==> config.mk <==
export PLATFORM = sky130hd
export DESIGN_NAME = tick_count_unit
export DESIGN_NICKNAME = d
export VERILOG_FILES = /design/src/rtl/tick_pkg.sv /design/src/rtl/tick_phase_gen.sv /design/src/rtl/tick_m1_sync.sv /design/src/rtl/tick_sat_count.sv /design/src/rtl/tick_count_unit.sv
export SDC_FILE = /design/constraint.sdc
export NUM_CORES = 1
export LEC_CHECK = 0
export ABC_AREA = 1
export BUFFER_PORTS_ARGS = -buffer_cell sky130_fd_sc_hd__buf_2
export CAP_MARGIN = 20
export CORE_MARGIN = 3
export CORE_UTILIZATION = 48
export CTS_CLUSTER_DIAMETER = 50
export DETAILED_ROUTE_END_ITERATION = 8
export GPL_TIMING_DRIVEN = 1
export MAX_ROUTING_LAYER = met4
export PLACE_DENSITY = 0.82
export SKIP_CTS_REPAIR_TIMING = 1
export SYNTH_ARGS = -nofsm -noshare
export SYNTH_HDL_FRONTEND = slang
export SYNTH_HIERARCHICAL = 1
export SYNTH_SLANG_ARGS = --single-unit
==> constraint.sdc <==
create_clock -name clk -period 0.8 [get_ports clk]
set_clock_uncertainty 0.05 [all_clocks]
set_input_delay 0.12 -clock clk [delete_from_list [all_inputs] [get_ports clk]]
set_output_delay 0.12 -clock clk [all_outputs]
set_load 0.02 [all_outputs]
==> src/rtl/tick_pkg.sv <==
package tick_pkg;
  parameter int CNT_W        = 4;
  parameter int RD_W         = 8;
  parameter int LEAD_LINES   = 2;
  parameter int PERIOD_LINES = 52;
endpackage

==> src/rtl/tick_phase_gen.sv <==
module tick_phase_gen #(
  parameter int LEAD   = 2,
  parameter int PERIOD = 52
) (
  input  logic clk,
  input  logic rst_n,
  input  logic line_stb,
  input  logic fly_start,
  output logic tick
);
  localparam int LW = $clog2(PERIOD + 1);
  localparam logic [LW-1:0] LEAD_V = LW'(LEAD);
  localparam logic [LW-1:0] PER_V  = LW'(PERIOD);
  localparam logic [LW-1:0] ONE_V  = LW'(1);

  // lines remaining to next tick; zero means idle until a flyback
  logic [LW-1:0] left_q, left_d;
  logic          tick_d;

  always_comb begin
    left_d = left_q;
    tick_d = 1'b0;
    if (fly_start) begin
      left_d = LEAD_V;
    end else if (line_stb && (left_q != '0)) begin
      if (left_q == ONE_V) begin
        tick_d = 1'b1;
        left_d = PER_V;
      end else begin
        left_d = left_q - ONE_V;
      end
    end
  end

  always_ff @(posedge clk or negedge rst_n) begin
    if (!rst_n) begin
      left_q <= '0;
      tick   <= 1'b0;
    end else begin
      left_q <= left_d;
      tick   <= tick_d;
    end
  end
endmodule

==> src/rtl/tick_m1_sync.sv <==
module tick_m1_sync (
  input  logic clk,
  input  logic rst_n,
  input  logic tick,
  input  logic m1_stb,
  input  logic rd_stb,
  output logic inc
);
  logic pend_q, pend_d;
  logic stg_q, stg_d;
  logic arrive;

  assign arrive = pend_q | tick;

  always_comb begin
    pend_d = m1_stb ? 1'b0 : arrive;
    if (m1_stb)      stg_d = arrive;
    else if (rd_stb) stg_d = 1'b0;   // token latched by the read's fetch is dropped
    else             stg_d = stg_q;
  end

  assign inc = m1_stb & stg_q;

  always_ff @(posedge clk or negedge rst_n) begin
    if (!rst_n) begin
      pend_q <= 1'b0;
      stg_q  <= 1'b0;
    end else begin
      pend_q <= pend_d;
      stg_q  <= stg_d;
    end
  end
endmodule

==> src/rtl/tick_sat_count.sv <==
module tick_sat_count #(
  parameter int CNT_W = 4
) (
  input  logic             clk,
  input  logic             rst_n,
  input  logic             inc,
  input  logic             clr,
  output logic [CNT_W-1:0] cnt
);
  localparam logic [CNT_W-1:0] MAX_V = '1;
  localparam logic [CNT_W-1:0] ONE_V = CNT_W'(1);

  logic [CNT_W-1:0] cnt_d;
  logic             cnt_en;

  always_comb begin
    cnt_en = clr | (inc & (cnt != MAX_V));
    cnt_d  = clr ? '0 : cnt + ONE_V;
  end

  always_ff @(posedge clk or negedge rst_n) begin
    if (!rst_n)      cnt <= '0;
    else if (cnt_en) cnt <= cnt_d;
  end
endmodule

==> src/rtl/tick_count_unit.sv <==
module tick_count_unit
  import tick_pkg::*;
#(
  parameter int CNT_W_P  = CNT_W,
  parameter int RD_W_P   = RD_W,
  parameter int LEAD_P   = LEAD_LINES,
  parameter int PERIOD_P = PERIOD_LINES
) (
  input  logic              clk,
  input  logic              rst_n,
  input  logic              line_stb,
  input  logic              fly_start,
  input  logic              m1_stb,
  input  logic              rd_stb,
  output logic [RD_W_P-1:0] rd_data,
  output logic              irq
);
  localparam int PAD_W = RD_W_P - CNT_W_P;

  logic rst_meta_n, rst_sync_n;
  always_ff @(posedge clk or negedge rst_n) begin
    if (!rst_n) begin
      rst_meta_n <= 1'b0;
      rst_sync_n <= 1'b0;
    end else begin
      rst_meta_n <= 1'b1;
      rst_sync_n <= rst_meta_n;
    end
  end

  logic               tick_q;
  logic               inc;
  logic [CNT_W_P-1:0] cnt;

  tick_phase_gen #(.LEAD(LEAD_P), .PERIOD(PERIOD_P)) u_phase (
    .clk(clk), .rst_n(rst_sync_n), .line_stb(line_stb),
    .fly_start(fly_start), .tick(tick_q)
  );

  tick_m1_sync u_sync (
    .clk(clk), .rst_n(rst_sync_n), .tick(tick_q),
    .m1_stb(m1_stb), .rd_stb(rd_stb), .inc(inc)
  );

  tick_sat_count #(.CNT_W(CNT_W_P)) u_count (
    .clk(clk), .rst_n(rst_sync_n), .inc(inc), .clr(rd_stb), .cnt(cnt)
  );

  assign rd_data = {{PAD_W{1'b0}}, cnt};
  assign irq     = |cnt;
endmodule

==> flow_summary_export.csv <==
group,metric,value,unit
route,first_iter_violations,28,
power_and_ir_drop,p_leak,0.656,nW
synth,async_flop_share,100,%
synth,synth_fa_ha_area_share,4.49,%
critical_path,cp_max_fo,5,
timing,whs,-0.0109,ns
synth,synth_edf_count,0,
synth,synth_top_family_by_area,"simple AND/OR/NAND/NOR gates",
synth,ys_ff_latch,15,
finish,fillers,106,
synth,ys_seq_area_share,44.9,%
critical_path,path_class,"flop to flop",
finish,drive_gt1_share,42.4,%
global_routing,gr-usage-all-layers,19.5,%
run_status,violations,"negative hold slack, negative setup slack",
synth,yosysWarnings,6,
global_routing,antenna_found_initial,0,
synth,synth-compound-area-share,3.59,%
synth,synth_ff_type,"dfrtp_1",
critical_path,critPathRequiredTime,0.97,ns
floorplanning,dieHeight,47.7,um
floorplanning,ios,15,
global_routing,grt_max_degree,12,
route,avgViaCountPerCell,5.18,
place,io_buffers,10,
power_and_ir_drop,ir_drop,1830,uV
power_and_ir_drop,p_per_area,2850,nW/um^2
power_and_ir_drop,total_power,3.39,mW
timing,fin_crit,1.28,ns
global_routing,grt_pass1_vias,716,
synth,yosysMostFrequentCell,"nand2_1",
synth,syn-instance-count,109,
synth,synth_cell_types,20,
clock_tree,clkTransAtPathRegs,0.08,ns
route,drc,0,
route,first_pass_iters,4,
critical_path,rrSetupSlack,-0.48,ns
run_status,status,"finished, violations left",
finish,syn2layout_area_growth,42.7,%
timing,hold_viol,2,
critical_path,worst-path-buf-inv,1,
synth,yosysTopAreaCell,"dfrtp_1",
run,drv_cap,0,
clock_tree,clk_latency,0.28,ns
hold_path,hold_class,"flop to asynchronous set/reset pin",
critical_path,crit_family,"simple AND/OR/NAND/NOR gates",
clock_tree,cts_tree,"built",
synth,synth_mux_area_share,0,%
synth,synthXorXnorAreaFrac,2.10,%
synth,synth_area_per_cell,7.67,um^2
synth,netlist_area,836,um^2
critical_path,critical_path.cell_chain,"nor2_4 > nand3_4 > nand2_4 > nand2_4 > inv_4 > nand2_1 > nand2_1",
clock_tree,cts-root-buf,"clkbuf_4",
global_routing,grt-ovfl-total,0,
route,wl_per_cell,13.0,um
critical_path,start_kind,"flop",
finish,fin_util,75.6,%
finish,final_nets,149,
critical_path,critPathCaptureType,"flop",
route,vias,803,
timing,maxSlewViolCount,0,
route,routed_wl,2020,um
global_routing,grt_first_pass_wirelength,2960,um
floorplanning,coreArea,1580,um^2
synth,yosys.area_share.simple,34.4,%
route,drtAntennaViolNets,0,
floorplanning,rows,14,
floorplanning,initial_core_util,53.0,%
clock_tree,cts.path.max_buffers,2,
clock_tree,cts-htree-levels,1,
synth,synth_commonest_cells,"nand2_1 (31), dfrtp_1 (15), nor2_1 (12)",
place,hpwlAfterDp,1460,um
timing,setup_violations,16,
floorplanning,die_area,2280,um^2
clock_tree,cts_made_buffers,3,
place,place_congestion,0.873,
critical_path,critPathArrivalTime,1.46,ns
finish,stdcell_count,155,
timing,fin_crit_sh,160,%
synth,netlist_top_cells_area,"dfrtp_1 (45%), nand2_1 (14%), nand3_1 (6.6%), nor2_1 (5.4%), ha_1 (4.5%)",
synth,synth_top_cell_area_share,44.9,%
finish,antennaDiodeCount,0,
floorplanning,die_w,47.7,um
clock_tree,cts.sinks,15,
place,dp_cells,143,
timing,rsz0062_at_grt,"true",
critical_path,critical_path.max_stage_delay,0.46,ns
timing,fmax,780,MHz
place,dp_slack,-0.488,ns
critical_path,crit_slowest_cell,"dfrtp_2",
timing,setup_slack,-0.482,ns
metal layers:
metal / share of wire, % / vias to the layer above / global-route usage (%)
li1: - / 398 / -
met1: 42 / 372 / 22.6
met2: 51 / 28 / 32.2
met3: 5.2 / 5 / 6.77
met4: 1.2 / 0 / 4.84
met5: 0 / - / -
worst reg2reg max path, stage by stage (launching register included):
cell and delay (ns):
dfrtp_2 0.46, nor2_4 0.19, nand3_4 0.12, nand2_4 0.11, nand2_4 0.09, inv_4 0.07
nand2_1 0.05, nand2_1 0.07
layout make-up:
| class | instances | area [um^2] | share of cell area, % |
|---|---|---|---|
| clock buffers | 3 | 22.5 | 1.89 |
| clock inverters | 1 | 5.00 | 0.420 |
| inverters | 13 | 52.6 | 4.41 |
| multi-input cells | 80 | 492 | 41.2 |
| flip-flops and latches | 15 | 382 | 32.0 |
| well taps | 16 | 20.0 | 1.68 |
| repair buffers | 27 | 219 | 18.4 |
flip-flops by register name (all words and copies together) (netlist names):
name / flops
u_phase/left_q: 6
u_count/cnt: 4
rst_meta_n: 1
rst_sync_n: 1
u_phase/tick: 1
u_sync/pend_q: 1
u_sync/stg_q: 1
kinds of logic (layout without fill, tap and decap cells):
group | Yosys count | count (layout)
and+or+nand+nor | 64 | 64
AOI/OAI and AO/OA | 6 | 6
buffers and inverters | 17 | 44
other | 2 | 5
DFF | 15 | 15
xor gates and xnor gates | 2 | 2
adders and majority gates | 3 | 3
path summary, 6_finish.rpt:
check                      depth (start not counted)         startpoint                end
max                                                7  u_phase/left_q[2]  u_phase/left_q[2]
min                                                0         rst_sync_n  u_phase/left_q[0]
max reg2reg                                        7  u_phase/left_q[2]  u_phase/left_q[2]
min reg2reg                                        0         rst_sync_n  u_phase/left_q[0]
max in group asynchronous                          1         rst_sync_n     u_count/cnt[0]
min in group clk                                   3             m1_stb      u_sync/pend_q
layout by cell type, fill, tap and decap left out:
master / count
a21oi_2: 1
o21ai_2: 1
nand4_1: 4
inv_1: 8
inv_4: 1
nand2_2: 3
ha_1: 1
nand2_1: 30
nand3_1: 8
nor2_2: 1
nand3_4: 1
clkbuf_4: 3
dfrtp_2: 5
nor2_1: 7
clkinv_2: 2
conb_1: 5
a21oi_1: 1
dlygate4sd3_1: 1
dfrtp_1: 10
nor2_4: 5
o21ai_1: 3
inv_2: 3
buf_4: 14
buf_6: 7
xor2_1: 2
ha_4: 2
buf_2: 5
nand2_4: 2
nand3_2: 3
where the power goes:
part	internal, mW	total, mW	switching [mW]
clock network	0.186	0.419	0.233
logic	0.771	1.82	1.05
registers	0.933	1.15	0.220
total	1.89	3.39	1.50
through the flow:
| step | setup TNS [ns] | instance area (um^2) |
|---|---|---|
| 6_report | -6.49 | 1190 |
| 5_1_grt | -7.33 | 1190 |
| 4_1_cts | -6.52 | 1030 |
| 3_5_place_dp | -4.72 | 1010 |
| 3_3_place_gp | -4.28 | 1010 |
| 2_1_floorplan | -3.84 | 900 |
Power figures use the tool's default switching activity.
